<file path="src/rtl/irqc_pkg.sv">
package irqc_pkg;

  // Offsets whose byte position software relies on.
  localparam int unsigned OFF_CTRL_A = 32'h00;
  localparam int unsigned OFF_ENABLE = 32'h04;
  localparam int unsigned OFF_LEVELS = 32'h0C;
  localparam int unsigned OFF_CTRL_B = 32'h14;

  typedef enum logic [2:0] {
    ACC_ENABLE,
    ACC_LEVELS,
    ACC_DISCARD,
    ACC_UNMAPPED
  } acc_kind_e;

endpackage

</file>
<file path="src/rtl/irqc_sync.sv">
module irqc_sync #(
  parameter int unsigned WIDTH  = 32,
  parameter int unsigned STAGES = 2
) (
  input  logic             clk,
  input  logic             rst,
  input  logic [WIDTH-1:0] din,
  output logic [WIDTH-1:0] dout
);

  logic [STAGES-1:0][WIDTH-1:0] chain_q;

  generate
    if (STAGES < 2) begin : g_bad_depth
      initial $error("irqc_sync needs at least two stages");
    end
  endgenerate

  always_ff @(posedge clk) begin
    if (rst) begin
      chain_q <= '0;
    end else begin
      chain_q <= {chain_q[STAGES-2:0], din};
    end
  end

  assign dout = chain_q[STAGES-1];

endmodule

</file>
<file path="src/rtl/irqc_decode.sv">
module irqc_decode
  import irqc_pkg::*;
#(
  parameter int unsigned ADDR_W = 8
) (
  input  logic [ADDR_W-1:0] addr,
  input  logic              we,
  output acc_kind_e         kind
);

  localparam logic [ADDR_W-1:0] A_CTRL_A = ADDR_W'(OFF_CTRL_A);
  localparam logic [ADDR_W-1:0] A_ENABLE = ADDR_W'(OFF_ENABLE);
  localparam logic [ADDR_W-1:0] A_LEVELS = ADDR_W'(OFF_LEVELS);
  localparam logic [ADDR_W-1:0] A_CTRL_B = ADDR_W'(OFF_CTRL_B);

  always_comb begin
    kind = ACC_UNMAPPED;
    if (addr[1:0] == 2'b00) begin
      if (addr == A_ENABLE) begin
        kind = ACC_ENABLE;
      end else if (addr == A_LEVELS) begin
        // Pending image is read-only: a write here is unmapped.
        kind = we ? ACC_UNMAPPED : ACC_LEVELS;
      end else if ((addr == A_CTRL_A) || (addr == A_CTRL_B)) begin
        // Control offsets only swallow writes; reads are unmapped.
        kind = we ? ACC_DISCARD : ACC_UNMAPPED;
      end
    end
  end

endmodule

</file>
<file path="src/rtl/irqc_regfile.sv">
module irqc_regfile
  import irqc_pkg::*;
#(
  parameter int unsigned NUM_IRQ = 32,
  parameter int unsigned DATA_W  = 32
) (
  input  logic               clk,
  input  logic               rst,
  input  logic               sel,
  input  logic               we,
  input  acc_kind_e          kind,
  input  logic [DATA_W-1:0]  wdata,
  input  logic [NUM_IRQ-1:0] levels,
  output logic [NUM_IRQ-1:0] enable_q,
  output logic [DATA_W-1:0]  rdata_q,
  output logic               err_q
);

  generate
    if (NUM_IRQ > DATA_W) begin : g_bad_width
      initial $error("irqc_regfile: more request lines than data bits");
    end
  endgenerate

  always_ff @(posedge clk) begin
    if (rst) begin
      enable_q <= '0;
      rdata_q  <= '0;
      err_q    <= 1'b0;
    end else begin
      rdata_q <= '0;
      err_q   <= sel && (kind == ACC_UNMAPPED);
      if (sel) begin
        unique case (kind)
          ACC_ENABLE: begin
            if (we) enable_q <= wdata[NUM_IRQ-1:0];
            else    rdata_q  <= DATA_W'(enable_q);
          end
          ACC_LEVELS:   rdata_q <= DATA_W'(levels);
          ACC_DISCARD:  ;
          ACC_UNMAPPED: ;
          default:      ;
        endcase
      end
    end
  end

endmodule

</file>
<file path="src/rtl/irqc_combine.sv">
module irqc_combine #(
  parameter int unsigned NUM_IRQ = 32
) (
  input  logic               clk,
  input  logic               rst,
  input  logic [NUM_IRQ-1:0] enable,
  input  logic [NUM_IRQ-1:0] levels,
  output logic               irq_q
);

  always_ff @(posedge clk) begin
    if (rst) irq_q <= 1'b0;
    else     irq_q <= |(enable & levels);
  end

endmodule

</file>
<file path="src/rtl/lvl_irq_ctrl.sv">
module lvl_irq_ctrl
  import irqc_pkg::*;
#(
  parameter int unsigned NUM_IRQ     = 32,
  parameter int unsigned DATA_W      = 32,
  parameter int unsigned ADDR_W      = 8,
  parameter int unsigned SYNC_STAGES = 2
) (
  input  logic               clk,
  input  logic               rst,
  input  logic [NUM_IRQ-1:0] irq_req,
  input  logic               bus_sel,
  input  logic               bus_we,
  input  logic [ADDR_W-1:0]  bus_addr,
  input  logic [DATA_W-1:0]  bus_wdata,
  output logic [DATA_W-1:0]  bus_rdata,
  output logic               bus_err,
  output logic               irq_out
);

  logic [NUM_IRQ-1:0] pend_q;
  logic [NUM_IRQ-1:0] mask_q;
  acc_kind_e          acc_kind;

  irqc_sync #(
    .WIDTH (NUM_IRQ),
    .STAGES(SYNC_STAGES)
  ) u_sync (
    .clk (clk),
    .rst (rst),
    .din (irq_req),
    .dout(pend_q)
  );

  irqc_decode #(
    .ADDR_W(ADDR_W)
  ) u_decode (
    .addr(bus_addr),
    .we  (bus_we),
    .kind(acc_kind)
  );

  irqc_regfile #(
    .NUM_IRQ(NUM_IRQ),
    .DATA_W (DATA_W)
  ) u_regs (
    .clk     (clk),
    .rst     (rst),
    .sel     (bus_sel),
    .we      (bus_we),
    .kind    (acc_kind),
    .wdata   (bus_wdata),
    .levels  (pend_q),
    .enable_q(mask_q),
    .rdata_q (bus_rdata),
    .err_q   (bus_err)
  );

  irqc_combine #(
    .NUM_IRQ(NUM_IRQ)
  ) u_comb (
    .clk   (clk),
    .rst   (rst),
    .enable(mask_q),
    .levels(pend_q),
    .irq_q (irq_out)
  );

endmodule

</file>
<file path="config.mk">
export PLATFORM = sky130hd
export DESIGN_NAME = lvl_irq_ctrl
export DESIGN_NICKNAME = d
export VERILOG_FILES = /design/src/rtl/irqc_pkg.sv /design/src/rtl/irqc_sync.sv /design/src/rtl/irqc_decode.sv /design/src/rtl/irqc_regfile.sv /design/src/rtl/irqc_combine.sv /design/src/rtl/lvl_irq_ctrl.sv
export SDC_FILE = /design/constraint.sdc
export NUM_CORES = 1
export LEC_CHECK = 0
export BUFFER_PORTS_ARGS = -buffer_cell sky130_fd_sc_hd__buf_2
export CAP_MARGIN = 5
export CORE_UTILIZATION = 45
export CTS_CLUSTER_DIAMETER = 50
export CTS_CLUSTER_SIZE = 16
export DETAILED_ROUTE_END_ITERATION = 6
export PLACE_DENSITY = 0.69
export SLEW_MARGIN = 40
export SYNTH_ARGS = -nofsm -noshare
export SYNTH_HDL_FRONTEND = slang
export SYNTH_SLANG_ARGS = --single-unit
</file>
<file path="constraint.sdc">
create_clock -name clk -period 5.7 [get_ports clk]
set_clock_uncertainty 0.1 [all_clocks]
set_input_delay 0.855 -clock clk [delete_from_list [all_inputs] [get_ports clk]]
set_output_delay 0.855 -clock clk [all_outputs]
set_load 0.01 [all_outputs]
</file>
==> results.md <==
* Status: finished, final reports clean
* Final hold slack at 334 ps
* RSZ-0062 raised after global routing: false
* Hold violation total from the final report at 0
* Clk sink count at 130
* Adder-Cell Fraction of Synth Area at 0
* Chip Height at 101 µm
* Post-CTS Setup Inserts at 0
* Layout cells sized above 1 at 0.288
* Yosys top cell by area: dfxtp_1
* CP Cell Sequence: buf_2 > buf_4 > or4b_1 > or4b_2 > nor2_1
* Syn Area/Cell at 10.8 µm²
* Post-CTS Resized at 0
* Total Nets Final at 591
* Area Overhead vs Synth at 27.7%
* IO Port Bufs at 109
* Ys flop type: dfxtp_1
* Slowest stage delay, CP at 1000 ps
* Initial antenna violation count at 0
* Fillers at 823
* WS Path Type: input port to register
* Clock latency at the later pin of the worst-skew pair at 510 ps
* CP endpoint kind: register
* Synth warnings at 0
* Inserted Diodes at 0
* Data required, critical path at 6030 ps
* Slowest-stage cell, CP: or4b_2
* Area fraction in compound gates after synthesis at 0.0340
* Mux share of post-synthesis cell area at 0.147
* Yosys top cell area share at 0.590
* Mapped Cells at 410
* Hold_buf cts at 0
* H-tree depth at 4
* First-pass GRT wire length at 14,500 µm
* Reg clk slew, reported paths at 60 ps
* Final setup viols at 0
* Root Driver: clkbuf_8
* Leakage power at 2.41 nW
* Starting Density at 0.471
* Final Max Tran Viols at 0
* Largest family of logic cells by synthesized area: simple AND/OR/NAND/NOR gates
* Fmax at 0.375 GHz
* Synth top area cells: dfxtp_1 (59%), mux2i_1 (15%), nor2b_1 (9.1%)
* Total Neg Setup Slack at 0 ps
* Multi-input logic area at 0.00167 mm²
* Crit-path leading delay family: simple AND/OR/NAND/NOR gates
* TritonCTS buffer count at 17
* Sequential share of the synthesized area at 0.590
* Initial drt markers at 117
* DR vias at 3,030
* Sequential Area at 0.00260 mm²
* GRT Util Overall at 0.191
* Async S/R FF share, synth at 0
* Worst-margin pin slew at 769 ps
* Drt total wl at 9220 µm
* Die Width at 101 µm
* Number of flops mapped to enable cells by yosys at 0
* Drt wl/cell at 14.0 µm
* MaxCap Viol Count at 0
* Fin crit period at 2670 ps
* Largest net degree at the start of global routing at 67
* Top Ports at 110
* # DRC at 0
* Detail Placement HPWL at 6240 µm
* Worst R2R Start: u_sync.dout[9]
* Post-Synth XOR/XNOR Area at 0
* Vias per cell at 4.61
* CP arrival at 3000 ps
* Synth cell count leaders: dfxtp_1 (130), mux2i_1 (65), nand2_1 (64), nor2b_1 (64), nor2_1 (29)
* Number of global-route vias before repair at 2,934
* Cell row count at 35
* CP Buf/Inv Count at 2
* Worst Setup SP: rst
* Worst relative slew slack at 0.487
* Total gr overflow at 0
* Clk buf depth at 2
* Core Region at 0.00937 mm²
* Yosys cell types at 20
* Max VDD drop at 0.183 mV
* Number of routed nets with antenna violations at 0
* Crit Path Max Fanout at 66
* Critical Path Start Type: input port
* Count leader, synth: dfxtp_1
* CTS tree: yes
* Fraction of the mapped netlist area in simple logic gates at 0.196
* Full die area at 0.0102 mm²
* Syn nets at 486
* Pwr dens at 383 mW/mm²
* Worst Hold Launch: u_sync.chain_q[10]
* Final period utilization at 0.468
* Class of the worst hold path: register to register
* DR pass1 iterations at 4
* Post-Syn Area at 0.00441 mm²
* Synthesized flop and latch total at 130
* GPL Wtd Cong at 0.763
-- registers in the layout, indices dropped and copies added, names as in the netlist --
| signal | flops |
|---|---|
| u_comb.irq_q | 1 |
| u_regs.rdata_q | 32 |
| u_sync.dout | 32 |
| u_regs.enable_q | 32 |
| u_sync.chain_q | 32 |
| u_regs.err_q | 1 |
-- power by group --
group          switching (mW)  leakage [nW]  internal [mW]
sequential            0.00857          1.06          0.931
clock                   0.389         0.312          0.747
combinational          0.0399          1.03         0.0413
total                   0.438          2.41           1.72
-- layer usage --
layer  global-route usage  vias up  part of all wire
met4               0.0881        0             0.014
li1                     -     1563                 -
met3               0.0506       10             0.050
met1                0.240     1363              0.47
met5                    0        -                 0
met2                0.309       94              0.47
-- layout by cell type (no fill, tap or decap) --
| cell type | instances |
|---|---|
| nor2_1 | 29 |
| buf_2 | 108 |
| inv_4 | 1 |
| nand2_1 | 64 |
| or4b_1 | 1 |
| inv_6 | 2 |
| nor2b_1 | 64 |
| or4_4 | 1 |
| clkinvlp_4 | 1 |
| nand4bb_1 | 1 |
| buf_4 | 3 |
| o311a_2 | 1 |
| clkinv_2 | 3 |
| dfxtp_1 | 130 |
| or4b_2 | 1 |
| o41a_1 | 1 |
| mux2i_1 | 65 |
| clkbuf_16 | 16 |
| nand4_1 | 4 |
| clkbuf_8 | 4 |
| nor2_2 | 4 |
| nor4b_4 | 1 |
| bufinv_16 | 4 |
| clkinv_4 | 2 |
| a22oi_1 | 17 |
-- cell type report --
cell class,instances,share of cell area
Timing Repair Buffer,111,0.100
Clock buffer,20,0.0809
Sequential cell,130,0.462
Multi-Input combinational cell,254,0.296
Tap cell,129,0.0287
Clock inverter,12,0.0315
Inverter,1,0.00111
-- through the flow --
step                instance area (µm²)  std cells  power [mW]  setup slack [ps]   util
finish                             5630        657        2.16              3030  0.601
global route                       5630        657        2.22              2910  0.601
CTS                                5630        657        2.17              3010  0.601
detailed placement                 5000        625        1.04              2480  0.534
global placement                   4990        625        1.04              2450  0.533
floorplan                          4410        410        1.00              3260      -
-- logic make-up after synthesis --
family,count (synthesis)
muxes,65
AOI/OAI and AO/OA,19
DFF,130
and+or+nand+nor,170
buffers and inverters,26
-- final timing paths --
check | endpoint | slack, ps | cells after the start
worst max-delay path | u_regs.rdata_q[14] | 3030 | 5
worst min-delay path | u_sync.dout[10] | 330 | 1
worst max register to register | u_comb.irq_q | 4300 | 3
worst min register to register | u_sync.dout[10] | 330 | 1
(Power assumes the default switching activity.)
